$ cat config.mk
export PLATFORM = sky130hd
export DESIGN_NAME = spi_uart_cmd
export DESIGN_NICKNAME = d
export VERILOG_FILES = /design/src/rtl/suc_pkg.sv /design/src/rtl/suc_baud_map.sv /design/src/rtl/suc_rx_fifo.sv /design/src/rtl/suc_spi_slave.sv /design/src/rtl/spi_uart_cmd.sv
export SDC_FILE = /design/constraint.sdc
export NUM_CORES = 1
export LEC_CHECK = 0
export ABC_AREA = 1
export BUFFER_PORTS_ARGS = -buffer_cell sky130_fd_sc_hd__buf_4
export CAP_MARGIN = 40
export CORE_ASPECT_RATIO = 0.7
export CORE_MARGIN = 4
export CORE_UTILIZATION = 35
export CTS_CLUSTER_DIAMETER = 40
export DETAILED_ROUTE_END_ITERATION = 16
export REMOVE_ABC_BUFFERS = 1
export SLEW_MARGIN = 20
export SYNTH_ARGS = -nofsm -noshare
export SYNTH_HDL_FRONTEND = slang
export SYNTH_SLANG_ARGS = --single-unit
export TNS_END_PERCENT = 30
$ cat constraint.sdc
create_clock -name clk -period 4.6 [get_ports clk]
set_input_delay 0.23 -clock clk [delete_from_list [all_inputs] [get_ports clk]]
set_output_delay 0.23 -clock clk [all_outputs]
set_load 0.05 [all_outputs]
$ cat src/rtl/suc_pkg.sv
package suc_pkg;
  localparam int FRAME_W = 16;
  localparam int OP_W    = 2;
  localparam int CFG_W   = FRAME_W - OP_W;
  localparam int CHAR_W  = 9;
  localparam int BAUD_W  = 4;
  localparam int MULT_W  = 9;

  localparam int CFG_DEEP_BIT = 13;
  localparam int CFG_SHDN_BIT = 12;
  localparam int DW_TXOFF_BIT = 10;
  localparam int DW_RTS_BIT   = 9;

  typedef enum logic [OP_W-1:0] {
    OP_RD_DATA = 2'b00,
    OP_RD_CFG  = 2'b01,
    OP_WR_DATA = 2'b10,
    OP_WR_CFG  = 2'b11
  } op_e;

  typedef struct packed {
    logic              ferr;
    logic [CHAR_W-1:0] ch;
  } rx_ent_t;
endpackage

$ cat src/rtl/suc_baud_map.sv
module suc_baud_map
  import suc_pkg::*;
(
  input  logic [BAUD_W-1:0] code,
  output logic [MULT_W-1:0] mult
);
  localparam int N_CODES = 1 << BAUD_W;
  localparam int HALF    = N_CODES / 2;

  logic [MULT_W-1:0] tbl [N_CODES];

  for (genvar g = 0; g < N_CODES; g++) begin : g_tbl
    if (g < HALF) begin : g_lo
      assign tbl[g] = MULT_W'(1 << g);
    end else begin : g_hi
      assign tbl[g] = MULT_W'(3 << (g - HALF));
    end
  end

  assign mult = tbl[code];
endmodule

$ cat src/rtl/suc_rx_fifo.sv
module suc_rx_fifo
  import suc_pkg::*;
#(
  parameter int DEPTH = 8
) (
  input  logic    clk,
  input  logic    rst_n,
  input  logic    deep,
  input  logic    push,
  input  rx_ent_t push_ent,
  input  logic    pop,
  output rx_ent_t head,
  output logic    empty
);
  localparam int AW = (DEPTH > 1) ? $clog2(DEPTH) : 1;
  localparam int CW = $clog2(DEPTH + 1);

  rx_ent_t       mem [DEPTH];
  logic [AW-1:0] wr_ptr, rd_ptr;
  logic [CW-1:0] cnt;
  logic          at_limit, do_push, do_pop;

  assign at_limit = deep ? (cnt == CW'(DEPTH)) : (cnt != '0);
  assign do_push  = push && !at_limit;
  assign do_pop   = pop && (cnt != '0);
  assign empty    = (cnt == '0);
  assign head     = mem[rd_ptr];

  function automatic logic [AW-1:0] nxt(input logic [AW-1:0] p);
    return (p == AW'(DEPTH - 1)) ? '0 : p + 1'b1;
  endfunction

  always_ff @(posedge clk or negedge rst_n) begin
    if (!rst_n) begin
      wr_ptr <= '0;
      rd_ptr <= '0;
      cnt    <= '0;
    end else begin
      if (do_push) wr_ptr <= nxt(wr_ptr);
      if (do_pop)  rd_ptr <= nxt(rd_ptr);
      case ({do_push, do_pop})
        2'b10:   cnt <= cnt + 1'b1;
        2'b01:   cnt <= cnt - 1'b1;
        default: cnt <= cnt;
      endcase
    end
  end

  always_ff @(posedge clk) begin
    if (do_push) mem[wr_ptr] <= push_ent;
  end

  AST_FIFO_NO_OVERFLOW: assert property (@(posedge clk) disable iff (!rst_n) cnt <= CW'(DEPTH));
  AST_SHALLOW_DROP: assert property (@(posedge clk) disable iff (!rst_n)
    (!deep && cnt != '0 && push && !pop) |=> (cnt == $past(cnt)));
  AST_EMPTY_POP_IDLE: assert property (@(posedge clk) disable iff (!rst_n)
    (pop && cnt == '0) |=> $stable(rd_ptr));
endmodule

$ cat src/rtl/suc_spi_slave.sv
module suc_spi_slave
  import suc_pkg::*;
#(
  parameter int SYNC_STAGES = 2
) (
  input  logic                    clk,
  input  logic                    rst_n,
  input  logic                    sclk,
  input  logic                    cs_n,
  input  logic                    mosi,
  output logic                    miso,
  input  logic [OP_W-1:0]         stat_hi,
  output logic                    frame_start,
  output logic                    op_valid,
  output logic [OP_W-1:0]         op_code,
  input  logic [FRAME_W-OP_W-1:0] reply_lo,
  output logic                    frame_done,
  output logic                    frame_ok,
  output logic [FRAME_W-1:0]      frame_word
);
  localparam int RC_W = $clog2(FRAME_W + 2);
  localparam int FC_W = $clog2(FRAME_W);

  logic [2:0]         sync_q [SYNC_STAGES];
  logic               sclk_s, cs_s, mosi_s, sclk_d, cs_d;
  logic               sel, cs_fall, cs_rise, sck_rise, sck_fall;
  logic [RC_W-1:0]    rise_cnt;
  logic [FC_W-1:0]    fall_cnt;
  logic [FRAME_W-1:0] shift_in, next_in, reply_q;

  always_ff @(posedge clk or negedge rst_n) begin
    if (!rst_n) begin
      for (int i = 0; i < SYNC_STAGES; i++) sync_q[i] <= 3'b010;
    end else begin
      sync_q[0] <= {sclk, cs_n, mosi};
      for (int i = 1; i < SYNC_STAGES; i++) sync_q[i] <= sync_q[i-1];
    end
  end

  assign {sclk_s, cs_s, mosi_s} = sync_q[SYNC_STAGES-1];

  always_ff @(posedge clk or negedge rst_n) begin
    if (!rst_n) begin
      sclk_d <= 1'b0;
      cs_d   <= 1'b1;
    end else begin
      sclk_d <= sclk_s;
      cs_d   <= cs_s;
    end
  end

  assign sel      = !cs_d && !cs_s;
  assign cs_fall  = cs_d && !cs_s;
  assign cs_rise  = !cs_d && cs_s;
  assign sck_rise = sel && !sclk_d && sclk_s;
  assign sck_fall = sel && sclk_d && !sclk_s;
  assign next_in  = {shift_in[FRAME_W-2:0], mosi_s};

  assign frame_start = cs_fall;
  assign op_valid    = sck_rise && (rise_cnt == RC_W'(OP_W - 1));
  assign op_code     = next_in[OP_W-1:0];
  assign frame_done  = cs_rise;
  assign frame_ok    = (rise_cnt == RC_W'(FRAME_W));
  assign frame_word  = shift_in;

  always_ff @(posedge clk or negedge rst_n) begin
    if (!rst_n) begin
      rise_cnt <= '0;
      fall_cnt <= '0;
      shift_in <= '0;
      reply_q  <= '0;
    end else if (cs_fall) begin
      rise_cnt <= '0;
      fall_cnt <= '0;
      reply_q  <= {stat_hi, {(FRAME_W-OP_W){1'b0}}};
    end else if (sck_rise) begin
      shift_in <= next_in;
      if (rise_cnt != '1) rise_cnt <= rise_cnt + 1'b1;
      if (op_valid) reply_q[FRAME_W-OP_W-1:0] <= reply_lo;
    end else if (sck_fall) begin
      if (fall_cnt != FC_W'(FRAME_W - 1)) fall_cnt <= fall_cnt + 1'b1;
    end
  end

  assign miso = (!cs_s && !cs_d) ? reply_q[FC_W'(FRAME_W - 1) - fall_cnt] : 1'b0;

  AST_MISO_MOVES_ON_FALL: assert property (@(posedge clk) disable iff (!rst_n)
    ($past(sel) && sel && !$past(sck_fall) && !$past(cs_fall)) |-> $stable(miso));
  AST_FRAME_COUNT_BOUND: assert property (@(posedge clk) disable iff (!rst_n)
    (sck_fall && fall_cnt == FC_W'(FRAME_W - 1)) |=> (fall_cnt == FC_W'(FRAME_W - 1)));
endmodule

$ cat src/rtl/spi_uart_cmd.sv
module spi_uart_cmd
  import suc_pkg::*;
#(
  parameter int FIFO_DEPTH  = 8,
  parameter int SYNC_STAGES = 2
) (
  input  logic              clk,
  input  logic              rst_n,
  input  logic              spi_sclk,
  input  logic              spi_cs_n,
  input  logic              spi_mosi,
  output logic              spi_miso,
  output logic              tx_valid,
  input  logic              tx_ready,
  output logic [CHAR_W-1:0] tx_data,
  input  logic              rx_valid,
  input  logic [CHAR_W-1:0] rx_data,
  input  logic              rx_ferr,
  input  logic              rx_active,
  input  logic              cts_n,
  output logic              rts_n,
  output logic [CFG_W-1:0]  cfg_word,
  output logic [MULT_W-1:0] baud_mult
);
  logic                    frame_start, op_valid, frame_done, frame_ok;
  logic [OP_W-1:0]         op_code;
  logic [FRAME_W-OP_W-1:0] reply_lo;
  logic [FRAME_W-1:0]      frame_word;
  logic [SYNC_STAGES-1:0]  cts_sync;
  logic                    cts_on, r_snap, commit, fifo_pop, fifo_empty;
  logic                    tx_full, rts_q, bit10;
  logic [CFG_W-1:0]        cfg_q;
  logic [CHAR_W-1:0]       tx_q;
  rx_ent_t                 head;
  op_e                     cop;

  suc_spi_slave #(.SYNC_STAGES(SYNC_STAGES)) u_spi (
    .clk         (clk),
    .rst_n       (rst_n),
    .sclk        (spi_sclk),
    .cs_n        (spi_cs_n),
    .mosi        (spi_mosi),
    .miso        (spi_miso),
    .stat_hi     ({!fifo_empty, !tx_full}),
    .frame_start (frame_start),
    .op_valid    (op_valid),
    .op_code     (op_code),
    .reply_lo    (reply_lo),
    .frame_done  (frame_done),
    .frame_ok    (frame_ok),
    .frame_word  (frame_word)
  );

  suc_rx_fifo #(.DEPTH(FIFO_DEPTH)) u_fifo (
    .clk      (clk),
    .rst_n    (rst_n),
    .deep     (cfg_q[CFG_DEEP_BIT]),
    .push     (rx_valid),
    .push_ent ({rx_ferr, rx_data}),
    .pop      (fifo_pop),
    .head     (head),
    .empty    (fifo_empty)
  );

  suc_baud_map u_baud (
    .code (cfg_q[BAUD_W-1:0]),
    .mult (baud_mult)
  );

  always_ff @(posedge clk or negedge rst_n) begin
    if (!rst_n) cts_sync <= '1;
    else        cts_sync <= {cts_sync[SYNC_STAGES-2:0], cts_n};
  end
  assign cts_on = !cts_sync[SYNC_STAGES-1];

  always_ff @(posedge clk or negedge rst_n) begin
    if (!rst_n)           r_snap <= 1'b0;
    else if (frame_start) r_snap <= !fifo_empty;
  end

  assign bit10 = cfg_q[CFG_SHDN_BIT] ? rx_active : (r_snap && head.ferr);

  always_comb begin
    case (op_e'(op_code))
      OP_RD_CFG: reply_lo = cfg_q;
      OP_WR_CFG: reply_lo = '0;
      default:   reply_lo = {3'b000, bit10, cts_on, (r_snap ? head.ch : {CHAR_W{1'b0}})};
    endcase
  end

  assign commit   = frame_done && frame_ok;
  assign cop      = op_e'(frame_word[FRAME_W-1 -: OP_W]);
  assign fifo_pop = commit && r_snap && (cop == OP_RD_DATA || cop == OP_WR_DATA);

  always_ff @(posedge clk or negedge rst_n) begin
    if (!rst_n) begin
      cfg_q   <= '0;
      rts_q   <= 1'b0;
      tx_full <= 1'b0;
      tx_q    <= '0;
    end else begin
      if (tx_full && tx_ready) tx_full <= 1'b0;
      if (commit && cop == OP_WR_CFG) cfg_q <= frame_word[CFG_W-1:0];
      if (commit && cop == OP_WR_DATA) begin
        rts_q <= frame_word[DW_RTS_BIT];
        if (!frame_word[DW_TXOFF_BIT] && !tx_full) begin
          tx_full <= 1'b1;
          tx_q    <= frame_word[CHAR_W-1:0];
        end
      end
    end
  end

  assign tx_valid = tx_full;
  assign tx_data  = tx_q;
  assign rts_n    = !rts_q;
  assign cfg_word = cfg_q;

  AST_TX_HOLD: assert property (@(posedge clk) disable iff (!rst_n)
    (tx_valid && !tx_ready) |=> (tx_valid && $stable(tx_data)));
  AST_TX_LOAD_ON_FRAME: assert property (@(posedge clk) disable iff (!rst_n)
    $rose(tx_valid) |-> $past(frame_done && frame_ok));
  AST_CFG_ON_FRAME: assert property (@(posedge clk) disable iff (!rst_n)
    !$stable(cfg_word) |-> $past(frame_done && frame_ok));
  AST_POP_HAS_ENTRY: assert property (@(posedge clk) disable iff (!rst_n)
    fifo_pop |-> !fifo_empty);
endmodule

==> results.cfg <==
[floorplanning]
dieArea_um2 = 23050
die_h_um = 128.2
start_util_pct = 36.01
die_width_um = 179.8
ioPinCount = 54
rows = 43
core_area_um2 = 20070

[routing]
post_drt_wl_per_cell_um = 15.11
remaining_drc_errors = 0
viasPerCell = 4.662
num_vias = 4970
drtAntennaViolNets = 0
drtPass1Iterations = 5
initialDrtViolationCount = 336
wl_mm = 16.11

[flow_run]
max-cap-violations = 0

[pwr]
leakagePower_nw = 3.689
p_total_w = 0.003465
ir_drop_mv = 0.1705
power_density_nw_per_um2 = 404.1

[timing]
period_needed_ns = 2.593
post-route-period-util_pct = 56.38
relSlewSlack_pct = 48.48
fmax_mhz = 385.6
worstMarginPinSlew_ns = 0.7719
final_max_slew_viol_count = 0
setup_violations = 0
fin_worst_skew_ns = 0.009638
fin_hold_ws_ns = 0.06073
finalHoldViolations = 0
tns_ns = 0
rsz0062_at_grt = false

[yosys]
synthMuxAreaShare_pct = 0.1385
synth_cells = 719
synth_compound_area_share_pct = 10.02
ys.warnings.count = 0
synth_top_area_cell = edfxtp_1
synth_seq_cells = 166
synth_xor_area_share_pct = 0.4848
yosys.area.top_type_share_pct = 33.24
syn-cell-area_um2 = 7227
synth_fa_ha_area_share_pct = 3.047
synth_seq_area_share_pct = 63.11
ys_types = 32
synth.area.top_cells = edfxtp_1 33%, dfrtp_1 28%, nand2_1 8.3%
synth_area_per_cell_um2 = 10.05
synthSimpleGateAreaFrac_pct = 17.14
synth_top_family_by_area = simple AND/OR/NAND/NOR gates

[clock_network]
clockBufferDepth = 2
cts_tree = built
htree_levels = 4
path_clk_slew_ns = 0.07
clock_latency_ns = 0.43
cts_root_buffer = clkbuf_16
numCtsBuffers = 17
cts_setup_buffers = 0
clock_sinks = 166

[worst_setup_path]
cp_max_fo = 6
arrival_ns = 2.92
cp-start-kind = flop
end_kind = flop
critPathKind = flop to flop
required_ns = 4.92

[final_layout]
fin_util_pct = 42.72
final_area_um2 = 8573
drive_gt1_share_pct = 15.45
fin_nets = 819
syn_to_final_growth_pct = 18.63
n_antenna_cell = 0

[place]
post_dp_cell_area_um2 = 7898
hpwl_mm = 11.00
place_congestion = 0.8498
place.port_buffers = 53

[global_routing]
gr-total-overflow = 0
grt_max_degree = 51
antenna_found_initial = 0
track_usage_pct = 14.28
grt_pass1_vias = 4712
grt_pass1_wl_mm = 25.50

[hold_path]
hp-class = primary input to flop

[status]
status = complete, no violations
[critical path, stage by stage, from the launching register on]
cell	delay, ns
dfrtp_1	0.40
inv_1	0.12
ha_1	0.16
nand2_1	0.06
nor3_2	0.10
nand2_1	0.10
nor2_1	0.12
nand3_1	0.14
inv_1	0.15
ha_1	0.27
ha_1	0.30
a21oi_1	0.14
nand2_1	0.09
a21oi_1	0.16
o21ai_0	0.10
nand2_1	0.06
nand2_1	0.04
[cell usage in the layout (no fill, tap or decap), types with 9 or more instances in the layout]
cell type and count:
buf_4 65, o21ai_0 76, dfrtp_1 81, o211ai_1 22, nand3_1 44, o21ai_2 9
o21ai_1 15, clkbuf_16 17, nor2_1 84, inv_1 75, edfxtp_1 80, nand2_1 159
ha_1 16
[cells in the mapped netlist, drive strengths merged]
master,instances
xor2,3
clkinv,2
ha,16
inv,78
a21oi,5
dfstp,5
clkbuf,9
fa,1
o211ai,22
o21ai,100
dfrtp,81
nor3,2
xnor2,1
nand4,1
buf,18
nand2,161
nand3,45
nor2,88
mux2i,1
edfxtp,80
[power breakdown]
| part | total, W | switching (W) | internal [W] |
|---|---|---|---|
| registers | 0.00173 | 0.0000694 | 0.00166 |
| clock network | 0.00138 | 0.000621 | 0.000759 |
| logic | 0.000353 | 0.000237 | 0.000116 |
| total | 0.00346 | 0.000928 | 0.00254 |
[area by class of cell]
class / count / area (um^2)
multi-input combinational: 446 / 2228
fill: 1919 / 11490
timing repair buffer: 72 / 575.6
inverter: 80 / 300.3
clock buffer: 17 / 425.4
clock inverter: 15 / 145.1
tap: 270 / 337.8
sequential: 166 / 4561
[metal layers]
layer | routed length [um] | share of wire, % | vias to the layer above | track usage [%]
met5 | 0 | 0 | - | 0
met4 | 187 | 1.2 | 0 | 3.851
met3 | 805 | 5.0 | 17 | 4.197
met2 | 6596 | 41 | 124 | 20.06
met1 | 8517 | 53 | 2319 | 21.52
li1 | - | - | 2510 | -
[path summary, 6_finish.rpt]
path	startpoint	end	slack [ns]	cells past startpoint
worst max-delay path	u_spi.rise_cnt[0]	u_fifo.cnt[3]	2.01	16
worst min-delay path	rx_data[7]	u_fifo.mem[3][7]	0.06	1
worst max register to register	u_spi.rise_cnt[0]	u_fifo.cnt[3]	2.01	16
worst min register to register	u_spi.sync_q[3]	u_spi.op_code[0]	0.35	0
max in group asynchronous	rst_n	u_spi.cs_s	3.27	3
min in group asynchronous	rst_n	u_spi.frame_word[3]	0.35	2
[stage by stage]
stage	std cells	worst slack, ns
CTS	1060	1.982
finish	1066	2.007
floorplan	692	2.256
global route	1066	1.668
detailed placement	1022	1.989
global placement	1019	2.014
[sequential cells by signal, summed over array words and instances (netlist names)]
name and cells:
u_spi.cs_s 1, u_spi.sclk_s 1, u_spi.fall_cnt 4, u_fifo.rd_ptr 3
tx_valid 1, u_spi.reply_q 15, u_fifo.wr_ptr 3, cts_sync 2
u_spi.op_code 1, u_spi.sync_q 3, rts_q 1, r_snap 1
u_spi.frame_word 16, u_spi.cs_d 1, cfg_word 14, u_fifo.cnt 4
u_spi.sclk_d 1, u_fifo.mem 80, u_spi.rise_cnt 5, tx_data 9
[repair_timing]
action | CTS | global route
hold endpoints to repair | 54 | 0
hold buffers | 6 | 0
resized for setup | 0 | 0
[cells by family after synthesis]
logic type / Yosys count
AO/OA/AOI/OAI: 127
XOR/XNOR: 4
adder cells (fa/ha/maj): 17
buffers and inverters: 107
flip-flops: 166
multiplexers: 1
AND/OR/NAND/NOR: 297
No activity file was read; power rests on OpenSTA's default activity.
